**config.mk**
```make
export PLATFORM = sky130hd
export DESIGN_NAME = usb_ls_rx
export DESIGN_NICKNAME = d
export VERILOG_FILES = /design/src/rtl/usb_ls_rx_pkg.sv /design/src/rtl/usb_ls_rx_sync.sv /design/src/rtl/usb_ls_rx_fifo.sv /design/src/rtl/usb_ls_rx_core.sv /design/src/rtl/usb_ls_rx.sv
export SDC_FILE = /design/constraint.sdc
export NUM_CORES = 1
export LEC_CHECK = 0
export BUFFER_PORTS_ARGS = -buffer_cell sky130_fd_sc_hd__buf_4
export CORE_MARGIN = 2
export CORE_UTILIZATION = 55
export CTS_CLUSTER_SIZE = 12
export DETAILED_ROUTE_END_ITERATION = 7
export PLACE_DENSITY = 0.75
export SYNTH_ARGS = -nofsm -noshare
export SYNTH_HDL_FRONTEND = slang
export SYNTH_SLANG_ARGS = --single-unit
export TNS_END_PERCENT = 100
```
**constraint.sdc**
```tcl
create_clock -name clk -period 2.5 [get_ports clk]
set_clock_uncertainty 0.1 [all_clocks]
set_input_delay 0.125 -clock clk [delete_from_list [all_inputs] [get_ports clk]]
set_output_delay 0.125 -clock clk [all_outputs]
set_load 0.005 [all_outputs]
```
**src/rtl/usb_ls_rx_pkg.sv**
```systemverilog
package usb_ls_rx_pkg;
  // line state written {D+, D-}
  typedef enum logic [1:0] {
    LN_SE0 = 2'b00,
    LN_J   = 2'b01,
    LN_K   = 2'b10,
    LN_SE1 = 2'b11
  } line_t;

  typedef enum logic [2:0] {
    ST_HUNT,
    ST_KALIVE,
    ST_SYNC,
    ST_DATA,
    ST_DRAIN
  } rx_state_t;

  localparam int unsigned BYTE_BITS = 8;
  localparam int unsigned STUFF_RUN = 6;
endpackage

```
**src/rtl/usb_ls_rx_sync.sv**
```systemverilog
module usb_ls_rx_sync #(
  parameter int unsigned WIDTH  = 2,
  parameter int unsigned STAGES = 2
) (
  input  logic             clk,
  input  logic             rst_n,
  input  logic [WIDTH-1:0] d_i,
  output logic [WIDTH-1:0] q_o
);
  logic [WIDTH-1:0] stage [STAGES];

  for (genvar s = 0; s < STAGES; s++) begin : g_stage
    always_ff @(posedge clk or negedge rst_n) begin
      if (!rst_n) stage[s] <= WIDTH'(1);   // reset to J
      else if (s == 0) stage[s] <= d_i;
      else stage[s] <= stage[s-1];
    end
  end

  assign q_o = stage[STAGES-1];
endmodule

```
**src/rtl/usb_ls_rx_fifo.sv**
```systemverilog
module usb_ls_rx_fifo #(
  parameter int unsigned WIDTH = 8,
  parameter int unsigned DEPTH = 8
) (
  input  logic             clk,
  input  logic             rst_n,
  input  logic             push_i,
  input  logic [WIDTH-1:0] push_data_i,
  output logic             full_o,
  output logic             valid_o,
  input  logic             ready_i,
  output logic [WIDTH-1:0] data_o
);
  localparam int unsigned AW = $clog2(DEPTH);

  logic [WIDTH-1:0] mem [DEPTH];
  logic [AW:0]      wr_ptr, rd_ptr;

  assign full_o  = (wr_ptr[AW] != rd_ptr[AW]) && (wr_ptr[AW-1:0] == rd_ptr[AW-1:0]);
  assign valid_o = (wr_ptr != rd_ptr);
  assign data_o  = mem[rd_ptr[AW-1:0]];

  always_ff @(posedge clk or negedge rst_n) begin
    if (!rst_n) begin
      wr_ptr <= '0;
      rd_ptr <= '0;
    end else begin
      if (push_i && !full_o) wr_ptr <= wr_ptr + 1'b1;
      if (valid_o && ready_i) rd_ptr <= rd_ptr + 1'b1;
    end
  end

  always_ff @(posedge clk) begin
    if (push_i && !full_o) mem[wr_ptr[AW-1:0]] <= push_data_i;
  end
endmodule

```
**src/rtl/usb_ls_rx_core.sv**
```systemverilog
module usb_ls_rx_core
  import usb_ls_rx_pkg::*;
#(
  parameter int unsigned OSR  = 10,
  parameter int unsigned KA_W = 4
) (
  input  logic                 clk,
  input  logic                 rst_n,
  input  line_t                line_i,
  input  logic                 full_i,
  output logic                 push_o,
  output logic [BYTE_BITS-1:0] byte_o,
  output logic                 eop_o,
  output logic                 ovf_o,
  output logic                 sync_err_o,
  output logic [KA_W-1:0]      ka_cnt_o
);
  localparam int unsigned PH_W   = $clog2(OSR);
  localparam int unsigned HALF   = OSR / 2;
  localparam int unsigned RUN_W  = $clog2(STUFF_RUN + 1);
  localparam int unsigned BIT_W  = $clog2(BYTE_BITS);
  localparam logic [KA_W-1:0] KA_MAX = '1;

  rx_state_t            st;
  line_t                ln_q;
  logic [PH_W-1:0]      ph;
  logic                 prev_dm;
  logic                 last_k;
  logic [RUN_W-1:0]     ones;
  logic [BIT_W-1:0]     bpos;
  logic [BYTE_BITS-1:0] shreg;

  logic                 smp, jk_edge, dbit;
  logic [BYTE_BITS-1:0] nbyte;

  always_comb begin
    smp     = (ph == PH_W'(HALF));
    jk_edge = (ln_q == LN_J) && (line_i == LN_K);
    dbit    = (line_i[0] == prev_dm);
    nbyte   = {dbit, shreg[BYTE_BITS-1:1]};
  end

  always_ff @(posedge clk or negedge rst_n) begin
    if (!rst_n) begin
      st         <= ST_HUNT;
      ln_q       <= LN_J;
      ph         <= '0;
      prev_dm    <= 1'b0;
      last_k     <= 1'b0;
      ones       <= '0;
      bpos       <= '0;
      shreg      <= '0;
      push_o     <= 1'b0;
      byte_o     <= '0;
      eop_o      <= 1'b0;
      ovf_o      <= 1'b0;
      sync_err_o <= 1'b0;
      ka_cnt_o   <= '0;
    end else begin
      ln_q       <= line_i;
      push_o     <= 1'b0;
      eop_o      <= 1'b0;
      ovf_o      <= 1'b0;
      sync_err_o <= 1'b0;
      ph         <= (ph == PH_W'(OSR - 1)) ? '0 : ph + 1'b1;
      unique case (st)
        ST_HUNT: begin
          if (jk_edge) begin
            st     <= ST_SYNC;
            ph     <= PH_W'(1);
            last_k <= 1'b0;
          end else if (ln_q == LN_J && line_i == LN_SE0) begin
            st <= ST_KALIVE;
            if (ka_cnt_o != KA_MAX) ka_cnt_o <= ka_cnt_o + 1'b1;
          end
        end
        ST_KALIVE: if (line_i == LN_J) st <= ST_HUNT;
        ST_SYNC: begin
          if (smp) begin
            if (line_i == LN_SE0) begin
              sync_err_o <= 1'b1;
              st         <= ST_HUNT;
            end else if (line_i == LN_K) begin
              if (last_k) begin
                st      <= ST_DATA;
                prev_dm <= 1'b0;
                ones    <= RUN_W'(1);
                bpos    <= '0;
              end
              last_k <= 1'b1;
            end else begin
              last_k <= 1'b0;
            end
          end
          if (jk_edge) ph <= PH_W'(1);
        end
        ST_DATA: begin
          if (smp) begin
            if (line_i == LN_SE0 && bpos != '0) begin
              eop_o <= 1'b1;
              st    <= ST_HUNT;
            end else begin
              prev_dm <= line_i[0];
              if (ones == RUN_W'(STUFF_RUN)) begin
                ones <= '0;
              end else begin
                shreg <= nbyte;
                ones  <= dbit ? ones + 1'b1 : '0;
                bpos  <= bpos + 1'b1;
                if (bpos == BIT_W'(BYTE_BITS - 1)) begin
                  if (full_i) begin
                    ovf_o <= 1'b1;
                    st    <= ST_DRAIN;
                  end else begin
                    push_o <= 1'b1;
                    byte_o <= nbyte;
                  end
                end
              end
            end
          end
        end
        ST_DRAIN: if (line_i == LN_SE0) st <= ST_HUNT;
        default: st <= ST_HUNT;
      endcase
    end
  end
endmodule

```
**src/rtl/usb_ls_rx.sv**
```systemverilog
module usb_ls_rx
  import usb_ls_rx_pkg::*;
#(
  parameter int unsigned OSR        = 10,
  parameter int unsigned FIFO_DEPTH = 8,
  parameter int unsigned KA_W       = 4
) (
  input  logic            clk,
  input  logic            rst_n,
  input  logic            dp_i,
  input  logic            dm_i,
  output logic            rx_valid,
  input  logic            rx_ready,
  output logic [7:0]      rx_data,
  output logic            eop,
  output logic            ovf_err,
  output logic            sync_err,
  output logic [KA_W-1:0] ka_cnt
);
  logic [1:0]           line_s;
  logic                 push, full;
  logic [BYTE_BITS-1:0] push_byte;

  usb_ls_rx_sync #(.WIDTH(2), .STAGES(2)) u_sync (
    .clk(clk), .rst_n(rst_n), .d_i({dp_i, dm_i}), .q_o(line_s)
  );

  usb_ls_rx_core #(.OSR(OSR), .KA_W(KA_W)) u_core (
    .clk(clk), .rst_n(rst_n), .line_i(line_t'(line_s)), .full_i(full),
    .push_o(push), .byte_o(push_byte), .eop_o(eop), .ovf_o(ovf_err),
    .sync_err_o(sync_err), .ka_cnt_o(ka_cnt)
  );

  usb_ls_rx_fifo #(.WIDTH(BYTE_BITS), .DEPTH(FIFO_DEPTH)) u_fifo (
    .clk(clk), .rst_n(rst_n), .push_i(push), .push_data_i(push_byte),
    .full_o(full), .valid_o(rx_valid), .ready_i(rx_ready), .data_o(rx_data)
  );
endmodule

```
==> out/results.ini, run 1 <==
[status]
status=finished, final reports clean

[clock_network]
clk-insertion-delay-late_ns=0.52
clock_tree.htree_level_count=4
cts_made_buffers=17
tritoncts=built
clock-root-buffer=clkbuf_8
cts_num_sinks=116
clock_tree.buffer_depth=2
path_clk_slew_ns=0.06

[global_routing]
grt-busiest-layer=met2
gr-usage-met2=0.340
globalRouteTotalUtil=0.196
grt_pass1_vias=2908
global_route.usage.met1=0.232
antenna_found_initial=0
global_route.overflow_total=0
largest_net_degree_at_the_start_of_global_routing=53
grt_use_met3=0.0667
grt_first_pass_wirelength_um=14400

[floorplan]
floorplan.die.height_um=99.0
ioPinCount=21
rows=34
initial_core_util=0.569
die_area_sq_um=9800
die_w_um=99.0
core_area_sq_um=8720

[place]
port_buffers=20
placed_area_sq_um=5310
dp_hpwl_um=5710
place_congestion=0.809

[setup_path]
critical_path_arrival_ns=2.20
critPathMaxStageDelay_ns=0.55
setup.worst_path.start=u_fifo.rd_ptr[0]$_DFFE_PN0P_
critical_path_cell_count=4
critical_path_buf_inv_count=2
timing.critical_path.fanout_max=19
worstSetupPathType=reg -> out
crit_slowest_cell=mux4_2
crit_path_cell_trace=buf_6 > mux4_2 > mux2_2 > buf_4
worstReg2RegStart=u_fifo.wr_ptr[1]$_DFFE_PN0P_
start_kind=flip-flop
critPathTopFamily=multiplexers
reg2reg_depth=3
critPathRequiredTime_ns=2.28
crit-reg2reg-capture=u_fifo.mem[7][2]$_DFFE_PP_
slack_of_the_worst_reg_to_reg_path_ns=0.18
critPathCapture=rx_data[1]
setup.worst_path.end_class=primary output

[synthesis]
synth-compound-area-share=0.0489
postSynth.asyncResetShare=0.448
mappedNetlistNets=330
synth-xor-area-share=0.0330
post_synth_num_cell_types=54
synth-seq-area-share=0.650
synth.ff_latch_count=116
synth_area_leader_cell=edfxtp_1
post_synth_simple_gate_area=0.0855
yosys.area.top_type_share=0.387
synthMostInstantiatedCell=edfxtp_1
number_of_synthesized_flops_with_an_enable_pin=64
synth-adder-area-share=0.0202
synth.cell_area_sq_um=4960
synth.mux.area_fraction=0.142
synth-main-ff-cell=edfxtp_1
ys_top_cells_by_area=edfxtp_1, dfrtp_1, mux4_2
yosysWarnings=0
synth_top_family_by_area=multiplexers
syn_area_per_cell_sq_um=15.7
synthCells=317
ys_top_cells_by_count=edfxtp_1, dfrtp_1, mux2_2, nor2_1, mux4_2

[cells_and_area]
antennaDiodeCount=0
fin_area_sq_um=5930
area_growth_pct=19.5
final_net_count=377
layout-drive-gt1-share=0.334

[route]
drt_drc_violations_left=0
routedWlPerCell_um=17.8
vias=2774
detail_route_antenna_nets=0
detail_route.iter0.violations=144
vias_per_cell=5.72
final_wirelength_um=8650
drt_first_pass_iters=4

[timing]
max_freq_mhz=412
timing.max_slew.rel_slack=0.307
final-max-slew-violation-count=0
fin_hold_ws_ns=0.0579
min_period_over_period=0.971
rsz0062_at_grt=false
timing.final.hold_violations=0
setup-tns-final_ns=0
setup_viol_count_final=0
period_minus_slack_ns=2.43
worst_pin_slew_ns=1.04

[pwr]
power_leakage_nw=2.33
power_per_unit_of_standard_cell_area_nw_per_um2=841
irDropWorstVdd_v=0.000568

[worst_hold_path]
holdCritPathClass=in -> async

[flow_run]
maxCapViolCount=0

routing by layer:
layer,vias up,wire [um],share of wire
met1,1423,3750,0.43
met3,7,250,0.029
met4,0,49,0.0057
met5,-,0,0
met2,49,4600,0.53
li1,1295,-,-
worst min path at each step:
| stage | from | depth (start not counted) | endpoint |
|---|---|---|---|
| 3_3_place_gp | rst_n | 1 | u_sync.stage[3]$_DFF_PN0_ |
| 5_1_grt | rst_n | 2 | u_sync.q_o[1]$_DFF_PN0_ |
| 2_1_floorplan | rst_n | 0 | u_core.bpos[0]$_DFFE_PN0P_ |
| 4_1_cts | rst_n | 2 | u_sync.stage[3]$_DFF_PN0_ |
| 3_5_place_dp | rst_n | 1 | u_sync.stage[3]$_DFF_PN0_ |
| 6_report | rst_n | 2 | u_sync.stage[3]$_DFF_PN0_ |
where the power goes:
part	internal (mW)	switching, mW
combinational	0.228	0.232
clock	1.42	0.863
sequential	2.11	0.136
layout make-up:
class	instances	area [sq um]
sequential	116	3230
fill	588	2790
multi-input combinational	177	1640
clock buffer	17	414
timing repair buffer	40	314
clock inverter	15	158
tap	108	135
inverter	12	45.0
cell usage in the layout, fill, tap and decap left out, types with 7 or more instances in the layout:
master / netlist / routed
ha_1: 8 / 8
nor2_1: 17 / 17
edfxtp_1: 64 / 64
inv_1: 12 / 12
clkbuf_16: 0 / 16
dfrtp_1: 49 / 49
mux4_2: 16 / 16
xor2_1: 8 / 8
mux2_2: 28 / 28
buf_4: 1 / 35
xnor2_1: 7 / 7
nand2_1: 13 / 13
registers in the layout, indices dropped and copies added (netlist names):
signal,count
u_fifo.wr_ptr,4
u_core.byte_o,8
u_core.prev_dm,1
u_core.shreg,7
u_core.ln_q,2
u_core.bpos,3
u_core.eop_o,1
u_core.st,3
u_core.push_o,1
u_core.last_k,1
u_sync.stage,2
u_core.ph,4
u_core.ka_cnt_o,4
u_sync.q_o,2
u_fifo.mem,64
u_core.ovf_o,1
u_fifo.rd_ptr,4
u_core.sync_err_o,1
u_core.ones,3
cell families after synthesis:
| kind of cell | after synthesis |
|---|---|
| DFF | 116 |
| and+or+nand+nor | 74 |
| muxes | 47 |
| AOI/OAI and AO/OA | 31 |
| buffers and inverters | 24 |
| xor gates and xnor gates | 17 |
| adders and majority gates | 8 |
stage by stage:
stage / cells / power (mW) / util / setup slack [ns]
floorplan: 317 / 2.58 / - / 0.124
global placement: 449 / 2.70 / 0.609 / 0.381
detailed placement: 449 / 2.73 / 0.609 / 0.286
CTS: 485 / 5.03 / 0.680 / 0.0399
global route: 485 / 5.20 / 0.680 / 0.00671
finish: 485 / 4.98 / 0.680 / 0.0718
worst reg2reg max path: stages (launching register included):
cell     delay, ns
dfrtp_1       0.52
xor2_2        0.30
o41ai_2       0.18
nor2_1        0.82
timing repair:
item	4_1_cts	5_1_grt
setup buffers	0	0
hold buffers	4	0
hold endpoints to repair	58	0
endpoints found under the setup margin	8	0
resized for setup	1	0
Note: power is estimated with default switching activity, not from simulation.
==> inputs of run 2 (changes only) <==
CORE_MARGIN = 3   (was 2)
==> out/results.ini, run 2 (synthesized netlist as in run 1, its figures left out) <==
[status]
status=finished, final reports clean

[cells_and_area]
layout.cells.non_filler=483
fin_util=0.677
fin_area_sq_um=5930
fillCellCount=626
flip_flop_count_of_the_largest_register_after_layout=64
area_growth_pct=19.5
antennaDiodeCount=0
final_common_cell=edfxtp_1
final_net_count=375
layout-drive-gt1-share=0.331
layout_common_cells=edfxtp_1, dfrtp_1, buf_4

[setup_path]
critical_path_arrival_ns=2.17
crit_path_cell_trace=buf_8 > mux4_2 > mux2_2 > buf_4
worstSetupPathType=reg -> out
worstReg2RegStart=u_fifo.wr_ptr[0]$_DFFE_PN0P_
start_kind=flip-flop
crit_slowest_cell=mux4_2
setup.worst_path.end_class=primary output
critPathRequiredTime_ns=2.28
timing.critical_path.fanout_max=19
reg2reg_depth=6
slack_of_the_worst_reg_to_reg_path_ns=0.29
critPathMaxStageDelay_ns=0.54
crit-reg2reg-capture=u_fifo.mem[0][5]$_DFFE_PP_

[route]
detail_route.iter0.violations=106
routedWlPerCell_um=18.1
detail_route_antenna_nets=0
vias_per_cell=5.67
drt_drc_violations_left=0
final_wirelength_um=8750
drt_first_pass_iters=4
vias=2737

[clock_network]
clock-root-buffer=clkbuf_8
clock_tree.htree_level_count=4
cts_setup_buffers=0
cts_made_buffers=17
tritoncts=built
clock_tree.buffer_depth=2
cts_num_sinks=116
path_clk_slew_ns=0.06
clk-insertion-delay-late_ns=0.51

[pwr]
power_per_unit_of_standard_cell_area_nw_per_um2=850
power_leakage_nw=2.33
irDropWorstVdd_v=0.000672

[floorplan]
floorplan.die.height_um=101
die_w_um=101
rows=34
ioPinCount=21
die_area_sq_um=10200
core_area_sq_um=8760
initial_core_util=0.566

[timing]
setup_viol_count_final=0
period_minus_slack_ns=2.39
final-max-slew-violation-count=0
timing.final.hold_violations=0
timing.max_slew.rel_slack=0.381
worst_pin_slew_ns=0.925
min_period_over_period=0.958
max_freq_mhz=418
setup-tns-final_ns=0
rsz0062_at_grt=false

[place]
port_buffers=20
dp_hpwl_um=5560
placed_area_sq_um=5300
place_congestion=0.779
post-place-cells=447

[global_routing]
largest_net_degree_at_the_start_of_global_routing=53
globalRouteTotalUtil=0.192
global_route.overflow_total=0
antenna_found_initial=0
grt_first_pass_wirelength_um=14600
grt_pass1_vias=2879

[flow_run]
maxCapViolCount=0

[worst_hold_path]
holdCritPathClass=in -> async

## run 2: cell types whose count changed in the layout (fill, tap and decap cells not counted)
cell and delta:
buf_8 +1, inv_6 +3, clkinvlp_4 -1, clkinv_2 -3
buf_6 -1, inv_8 +1, buf_4 -2
## run 2: stage by stage
stage                     power [mW]  worst slack [ns]  hold WS [ns]
final                           5.04             0.106        0.0813
after global routing            5.27            0.0117         0.133
after CTS                       5.10            0.0296        0.0799
after detailed placement        2.72             0.306        0.0994
after global placement          2.71             0.368        0.0970
after floorplan                 2.58             0.124        -0.271
## run 2: worst max path at each step
stage / startpoint / end
finish: u_fifo.rd_ptr[0]$_DFFE_PN0P_ / rx_data[5]
global route: u_fifo.rd_ptr[0]$_DFFE_PN0P_ / rx_data[1]
CTS: u_fifo.rd_ptr[0]$_DFFE_PN0P_ / rx_data[4]
detailed placement: u_fifo.wr_ptr[0]$_DFFE_PN0P_ / u_fifo.mem[0][2]$_DFFE_PP_
global placement: u_sync.q_o[0]$_DFF_PN1_ / u_core.byte_o[0]$_DFFE_PN0P_
floorplan: u_fifo.rd_ptr[1]$_DFFE_PN0P_ / u_fifo.mem[0][0]$_DFFE_PP_
## run 2: timing repair
item	in CTS	in global routing
hold endpoints to repair	58	0
pin swaps	0	0
hold buffers	4	0
gates resized for setup	1	1
cloned	0	0
endpoints found under the setup margin	8	4
## run 2: layout make-up
cell class,instances,area [sq um],area share
repair buffers,38,303,0.0510
inverters,12,45.0,0.00759
well taps,108,135,0.0228
flip-flops and latches,116,3230,0.544
clock inverters,15,173,0.0291
multi-input cells,177,1640,0.276
clock buffers,17,414,0.0698
## run 2: metal layers
layer	track usage	wire [um]	vias up	part of all wire
met1	0.233	3760	1378	0.43
met2	0.325	4590	49	0.52
li1	-	-	1295	-
met3	0.0533	263	15	0.030
met4	0.0767	129	0	0.015
met5	0	0	-	0
## run 2: worst max-delay path, delay by kind of cell, from the launching register on
family	cells	cell delay [ns]
multiplexers	2	0.84
flip-flops	1	0.43
buffers and inverters	2	0.39
## run 2: report_power, final
group          internal [mW]  switching [mW]  leakage [nW]
Clock                   1.44           0.900         0.278
Sequential              2.11           0.135          1.24
Combinational          0.228           0.232         0.812
Total                   3.78            1.27          2.33
